<file path="src/rtl/can_tx_sched_pkg.sv">
package can_tx_sched_pkg;
  localparam int REG_W  = 8;
  localparam int B_CIF  = 7;
  localparam int B_ABT  = 6;
  localparam int B_LARB = 5;
  localparam int B_ERR  = 4;
  localparam int B_REQ  = 3;
  localparam int B_RSV  = 2;

  typedef enum logic [1:0] {ST_IDLE, ST_OFFER, ST_ACTIVE} schedState_t;

  // filtered result strobes from control to datapath
  typedef struct packed {
    logic done;
    logic lostArb;
    logic busErr;
    logic aborted;
  } resStrobe_t;
endpackage

</file>
<file path="src/rtl/can_tx_sched_ctrl.sv">
module can_tx_sched_ctrl
  import can_tx_sched_pkg::*;
#(
  parameter int NUM_BUF = 3,
  parameter int IDX_W   = 2,
  parameter int PRIO_W  = 2
) (
  input  logic                           clk,
  input  logic                           rstN,
  input  logic [NUM_BUF-1:0]             reqVec,
  input  logic [NUM_BUF-1:0][PRIO_W-1:0] prioVec,
  input  logic [NUM_BUF-1:0]             swAbortVec,
  input  logic                           txBusy,
  input  logic                           txDone,
  input  logic                           txLostArb,
  input  logic                           txBusErr,
  input  logic                           txAborted,
  input  logic [IDX_W-1:0]               txResIdx,
  output logic                           txStart,
  output logic [IDX_W-1:0]               txIdx,
  output logic                           txAbort,
  output resStrobe_t                     strobe,
  output logic [IDX_W-1:0]               strobeIdx
);
  schedState_t state;
  logic [IDX_W-1:0]  curIdx;
  logic              winValid;
  logic [IDX_W-1:0]  winIdx;
  logic [PRIO_W-1:0] winPrio;
  logic              resHit;
  logic              anyRes;

  // ascending scan with >= hands ties to the higher index
  always_comb begin
    winValid = 1'b0;
    winIdx   = '0;
    winPrio  = '0;
    for (int i = 0; i < NUM_BUF; i++) begin
      if (reqVec[i] && (!winValid || prioVec[i] >= winPrio)) begin
        winValid = 1'b1;
        winIdx   = IDX_W'(i);
        winPrio  = prioVec[i];
      end
    end
  end

  assign resHit = (state == ST_ACTIVE) && (txResIdx == curIdx);
  assign anyRes = txDone | txLostArb | txBusErr | txAborted;

  always_comb begin
    strobe.done    = resHit & txDone;
    strobe.lostArb = resHit & txLostArb;
    strobe.busErr  = resHit & txBusErr;
    strobe.aborted = resHit & txAborted;
  end
  assign strobeIdx = curIdx;

  always_ff @(posedge clk) begin
    if (!rstN) begin
      state  <= ST_IDLE;
      curIdx <= '0;
    end else begin
      unique case (state)
        ST_IDLE: if (winValid && !txBusy) begin
          curIdx <= winIdx;
          state  <= ST_OFFER;
        end
        ST_OFFER: state <= ST_ACTIVE;
        ST_ACTIVE: if (resHit && anyRes) state <= ST_IDLE;
        default: state <= ST_IDLE;
      endcase
    end
  end

  assign txStart = (state == ST_OFFER);
  assign txIdx   = curIdx;
  assign txAbort = (state != ST_IDLE) && swAbortVec[curIdx];
endmodule

</file>
<file path="src/rtl/can_tx_sched_dp.sv">
module can_tx_sched_dp
  import can_tx_sched_pkg::*;
#(
  parameter int NUM_BUF = 3,
  parameter int IDX_W   = 2,
  parameter int PRIO_W  = 2
) (
  input  logic                           clk,
  input  logic                           rstN,
  input  logic                           extMode,
  input  logic                           regWrEn,
  input  logic [IDX_W-1:0]               regWrSel,
  input  logic [REG_W-1:0]               regWrData,
  input  logic [IDX_W-1:0]               regRdSel,
  output logic [REG_W-1:0]               regRdData,
  input  logic                           bufWrEn,
  input  logic [IDX_W-1:0]               bufWrSel,
  output logic                           bufWrAccept,
  input  resStrobe_t                     strobe,
  input  logic [IDX_W-1:0]               strobeIdx,
  output logic [NUM_BUF-1:0]             reqVec,
  output logic [NUM_BUF-1:0][PRIO_W-1:0] prioVec,
  output logic [NUM_BUF-1:0]             swAbortVec
);
  logic [NUM_BUF-1:0][REG_W-1:0] regQ;

  for (genvar i = 0; i < NUM_BUF; i++) begin : g_buf
    logic [REG_W-1:0] q;
    logic [REG_W-1:0] nxt;
    logic             hwSel;
    logic             swSel;

    assign hwSel = (strobeIdx == IDX_W'(i));
    assign swSel = regWrEn && (regWrSel == IDX_W'(i));
    assign swAbortVec[i] = swSel && !regWrData[B_REQ] && q[B_REQ];

    always_comb begin
      nxt = q;
      if (hwSel) begin
        if (strobe.done) begin
          nxt[B_REQ] = 1'b0;
          if (extMode) nxt[B_CIF] = 1'b1;
        end
        if (strobe.lostArb) nxt[B_LARB] = 1'b1;
        if (strobe.busErr)  nxt[B_ERR]  = 1'b1;
        if (strobe.aborted) begin
          nxt[B_REQ] = 1'b0;
          nxt[B_ABT] = 1'b1;
        end
      end
      if (swSel) begin
        nxt[PRIO_W-1:0] = regWrData[PRIO_W-1:0];
        if (!regWrData[B_CIF]) nxt[B_CIF] = 1'b0;
        if (regWrData[B_REQ] && !q[B_REQ]) begin
          nxt[B_REQ]  = 1'b1;
          nxt[B_ABT]  = 1'b0;
          nxt[B_LARB] = 1'b0;
          nxt[B_ERR]  = 1'b0;
        end else if (!regWrData[B_REQ] && q[B_REQ]) begin
          nxt[B_REQ] = 1'b0;
          nxt[B_ABT] = 1'b1;
        end
      end
      nxt[B_RSV] = 1'b0;
    end

    always_ff @(posedge clk) begin
      if (!rstN) q <= '0;
      else       q <= nxt;
    end

    assign regQ[i]    = q;
    assign reqVec[i]  = q[B_REQ];
    assign prioVec[i] = q[PRIO_W-1:0];
  end

  always_comb begin
    regRdData = '0;
    if (int'(regRdSel) < NUM_BUF) begin
      regRdData = regQ[regRdSel];
      regRdData[B_CIF] = regQ[regRdSel][B_CIF] & extMode;
    end
  end

  assign bufWrAccept = bufWrEn && (int'(bufWrSel) < NUM_BUF) && !reqVec[bufWrSel];
endmodule

</file>
<file path="src/rtl/can_tx_sched.sv">
module can_tx_sched
  import can_tx_sched_pkg::*;
#(
  parameter int NUM_BUF = 3,
  parameter int PRIO_W  = 2,
  parameter int IDX_W   = (NUM_BUF > 1) ? $clog2(NUM_BUF) : 1
) (
  input  logic             clk,
  input  logic             rstN,
  input  logic [1:0]       mode,
  input  logic             regWrEn,
  input  logic [IDX_W-1:0] regWrSel,
  input  logic [7:0]       regWrData,
  input  logic [IDX_W-1:0] regRdSel,
  output logic [7:0]       regRdData,
  input  logic             bufWrEn,
  input  logic [IDX_W-1:0] bufWrSel,
  output logic             bufWrAccept,
  output logic             txStart,
  output logic [IDX_W-1:0] txIdx,
  output logic             txAbort,
  input  logic             txBusy,
  input  logic             txDone,
  input  logic             txLostArb,
  input  logic             txBusErr,
  input  logic             txAborted,
  input  logic [IDX_W-1:0] txResIdx
);
  logic [NUM_BUF-1:0]             reqVec;
  logic [NUM_BUF-1:0][PRIO_W-1:0] prioVec;
  logic [NUM_BUF-1:0]             swAbortVec;
  resStrobe_t                     strobe;
  logic [IDX_W-1:0]               strobeIdx;

  can_tx_sched_ctrl #(.NUM_BUF(NUM_BUF), .IDX_W(IDX_W), .PRIO_W(PRIO_W)) u_ctrl (
    .clk(clk), .rstN(rstN), .reqVec(reqVec), .prioVec(prioVec),
    .swAbortVec(swAbortVec), .txBusy(txBusy), .txDone(txDone),
    .txLostArb(txLostArb), .txBusErr(txBusErr), .txAborted(txAborted),
    .txResIdx(txResIdx), .txStart(txStart), .txIdx(txIdx),
    .txAbort(txAbort), .strobe(strobe), .strobeIdx(strobeIdx)
  );

  can_tx_sched_dp #(.NUM_BUF(NUM_BUF), .IDX_W(IDX_W), .PRIO_W(PRIO_W)) u_dp (
    .clk(clk), .rstN(rstN), .extMode(mode != 2'd0),
    .regWrEn(regWrEn), .regWrSel(regWrSel), .regWrData(regWrData),
    .regRdSel(regRdSel), .regRdData(regRdData),
    .bufWrEn(bufWrEn), .bufWrSel(bufWrSel), .bufWrAccept(bufWrAccept),
    .strobe(strobe), .strobeIdx(strobeIdx),
    .reqVec(reqVec), .prioVec(prioVec), .swAbortVec(swAbortVec)
  );
endmodule

</file>
<file path="config.mk">
export PLATFORM = sky130hd
export DESIGN_NAME = can_tx_sched
export DESIGN_NICKNAME = d
export VERILOG_FILES = /design/src/rtl/can_tx_sched_pkg.sv /design/src/rtl/can_tx_sched_ctrl.sv /design/src/rtl/can_tx_sched_dp.sv /design/src/rtl/can_tx_sched.sv
export SDC_FILE = /design/constraint.sdc
export NUM_CORES = 1
export LEC_CHECK = 0
export ABC_AREA = 1
export BUFFER_PORTS_ARGS = -buffer_cell sky130_fd_sc_hd__buf_4
export CORE_MARGIN = 3
export CORE_UTILIZATION = 50
export CTS_CLUSTER_SIZE = 24
export DETAILED_ROUTE_END_ITERATION = 8
export PLACE_DENSITY_LB_ADDON = 0.1
export SLEW_MARGIN = 5
export SYNTH_ARGS = -nofsm -noshare
export SYNTH_HDL_FRONTEND = slang
export SYNTH_SLANG_ARGS = --single-unit
</file>
<file path="constraint.sdc">
create_clock -name clk -period 2.57 [get_ports clk]
set_input_delay 0.514 -clock clk [delete_from_list [all_inputs] [get_ports clk]]
set_output_delay 0.514 -clock clk [all_outputs]
set_load 0.005 [all_outputs]
</file>
==> flow_summary.ini <==
[status]
status = complete, no violations

[synth]
synth_top_area_share = 0.328
syn_area_per_cell_um2 = 6.38
synth-edff-count = 0
synth_compound_gate_area_share = 0.216
synthSimpleGateAreaFrac = 0.273
synth_top_family_by_area = simple AND/OR/NAND/NOR gates
yosys_warnings = 0
synth_ff_type = dfxtp_1
synthCells = 239
post-synth-top-area-cell = dfxtp_1
synth_xor_xnor_area_share = 0.0115
synthMuxAreaShare = 0
yosys-top-cells-area = dfxtp_1 33%, inv_1 11%, nor2_1 8.9%, nand2_1 8.4%, o21ai_0 7.5%
ys_ff_latch = 25
synth.distinct_cells = 29
ys_seq_area_frac = 0.328
async_reset_ff_frac = 0
synth_adder_area_share = 0.0328
syn_area_mm2 = 0.00153
syn_nets = 270

[cts]
clkSinkCount = 25
insertion_delay_ns = 0.33
cts_resized = 0
cts.hold.buffers_added = 0
cts_max_level = 1
cts-root-buf = clkbuf_4
numCtsBuffers = 3
cts_setup_buffers = 0
cts_tree = yes
clkTransAtPathRegs_ns = 0.14
clock_path_buffers = 2

[pwr]
leakage_nw = 0.837
powerDensity_mw_per_mm2 = 411
vdd_drop_max_mv = 0.293

[job]
maxCapViolCount = 0

[die]
core_area_mm2 = 0.00283
row_count = 19
die_area_mm2 = 0.00375
die_x_um = 61.2
die_y_um = 61.2
ioPinCount = 40
start_util = 0.539

[sta]
period_minus_slack_ns = 2.26
finalClockSkew_ns = 0.00158
rsz0062_at_grt = no
fmax_ghz = 0.443
fin_ws_ns = 0.311
worst-slew-pin-transition_ns = 0.543
setup_violations = 0
tns_ns = 0
fin_crit_sh = 0.879
maxSlewHeadroom = 0.637
slew_violations = 0
finalHoldViolCount = 0

[detailed_routing]
avgViaCountPerCell = 5.24
dr.pass1.iters = 5
vias = 1597
wirelength_met1_um = 1800
drtIter0Drc = 89
routed_wl_um = 3800
routed.top_layer = met4
detail-route-antenna-nets = 0
dr_wl_met2_um = 1730
wl_met3_um = 238
drc = 0
wl_per_cell_um = 12.5

[layout]
drive_above_1_share = 0.179
layout_common_cells = 45 x inv_1, 36 x nor2_1, 36 x buf_4
fin_area_mm2 = 0.00183
final_nets = 306
utilization = 0.648
n_antenna_cell = 0
syn2layout_area_growth_pct = 20.2
final_common_cell = inv_1

[worst_setup_path]
cp-startpoint = u_dp.g_buf[0].q[3]$_SDFF_PN0_
critical_path.startpoint_type = flop
crit_arrival_ns = 2.53
crit_type = flop to flop
worst_setup_path_end_kind = flop
crit_fanout = 9
r2r_end = u_ctrl.strobeIdx[0]$_SDFFE_PN0P_
r2r_setup_slack_ns = 0.31
worstRegToRegCells = 12
cp_data_required_time_ns = 2.85
r2r_start = u_dp.g_buf[0].q[3]$_SDFF_PN0_

[placed_design]
post_dp_cell_area_mm2 = 0.00180
hpwl_um = 2940
gp_congestion = 0.847
post-place-ws_ns = 0.324
portBuffers = 34

[global_routing]
grt_max_degree = 16
grt_use_total = 0.224
antenna_found_initial = 0
grt_pass1_wl_um = 6290
first_global_vias = 1361
grt_overflow = 0

[hold_path]
hp-class = input pin to flop
min_to = u_dp.g_buf[2].q[1]$_SDFFE_PN0P_
hold_depth = 3
min-delay-start = regWrData[1]
==> cell usage after synthesis (all sizes together), types with 2 or more instances <==
| library cell | n |
|---|---|
| nor2 | 38 |
| buf | 3 |
| nand3b | 2 |
| nor3 | 2 |
| o21ai | 23 |
| nand2 | 35 |
| dfxtp | 25 |
| o211ai | 3 |
| a21oi | 23 |
| nand3 | 20 |
| o22ai | 5 |
| clkbuf | 2 |
| ha | 4 |
| o31ai | 2 |
| inv | 46 |
==> kinds of logic (layout without fill, tap and decap cells) <==
kind of cell / count (synthesis) / after routing
DFF: 25 / 25
buffers and inverters: 52 / 87
xor gates and xnor gates: 2 / 2
adders and majority gates: 4 / 4
and+or+nand+nor: 97 / 97
AOI/OAI and AO/OA: 58 / 58
other: 1 / 1
==> routing by layer <==
metal / track usage / up-vias
met5: 0 / -
met4: 0.0557 / 0
met3: 0.0335 / 4
met2: 0.343 / 47
met1: 0.331 / 710
li1: - / 836
==> worst max-delay path by stage <==
| stage | cells past startpoint | end | slack, ns |
|---|---|---|---|
| floorplan | 17 | u_ctrl.strobeIdx[0]$_SDFFE_PN0P_ | 0.60 |
| global route | 15 | u_ctrl.strobeIdx[0]$_SDFFE_PN0P_ | 0.01 |
| finish | 12 | u_ctrl.strobeIdx[0]$_SDFFE_PN0P_ | 0.31 |
| global placement | 15 | u_ctrl.strobeIdx[0]$_SDFFE_PN0P_ | 0.41 |
| CTS | 15 | u_ctrl.strobeIdx[0]$_SDFFE_PN0P_ | 0.29 |
| detailed placement | 15 | u_ctrl.strobeIdx[0]$_SDFFE_PN0P_ | 0.32 |
==> stage by stage <==
step	hold slack [ns]	total power, mW	instances
finish	0.434	0.753	305
global route	0.464	0.796	305
CTS	0.440	0.756	305
detailed placement	0.446	0.573	301
global placement	0.435	0.571	301
floorplan	0.426	0.500	239
==> area by class of cell <==
type                       instances  area (um2)
clock buffer                       3        22.5
clock inverter                     1        7.51
fill                             284         996
inverter                          47         176
multi-input combinational        162         817
sequential                        25         500
tap                               31        38.8
timing repair buffer              36         270
==> state kept, by name, summed over array words and instances, names as in the netlist <==
name and count:
u_dp.g_buf.q 21, u_ctrl.strobeIdx 2, u_ctrl.state 2
==> critical path, stage by stage (launching register included) <==
cell	delay, ns
dfxtp_1	0.53
nand2_1	0.13
ha_1	0.29
nand2_1	0.05
a21oi_1	0.26
inv_1	0.09
o21ai_0	0.20
ha_1	0.26
nand2_1	0.07
nand2_1	0.05
nand2_1	0.07
nand3_1	0.08
a21oi_1	0.13
==> power breakdown <==
part | total [mW] | internal, mW | switching, mW
registers | 0.413 | 0.399 | 0.0138
clock network | 0.187 | 0.0596 | 0.128
logic | 0.153 | 0.0671 | 0.0860
No activity file was read; power rests on OpenSTA's default activity.
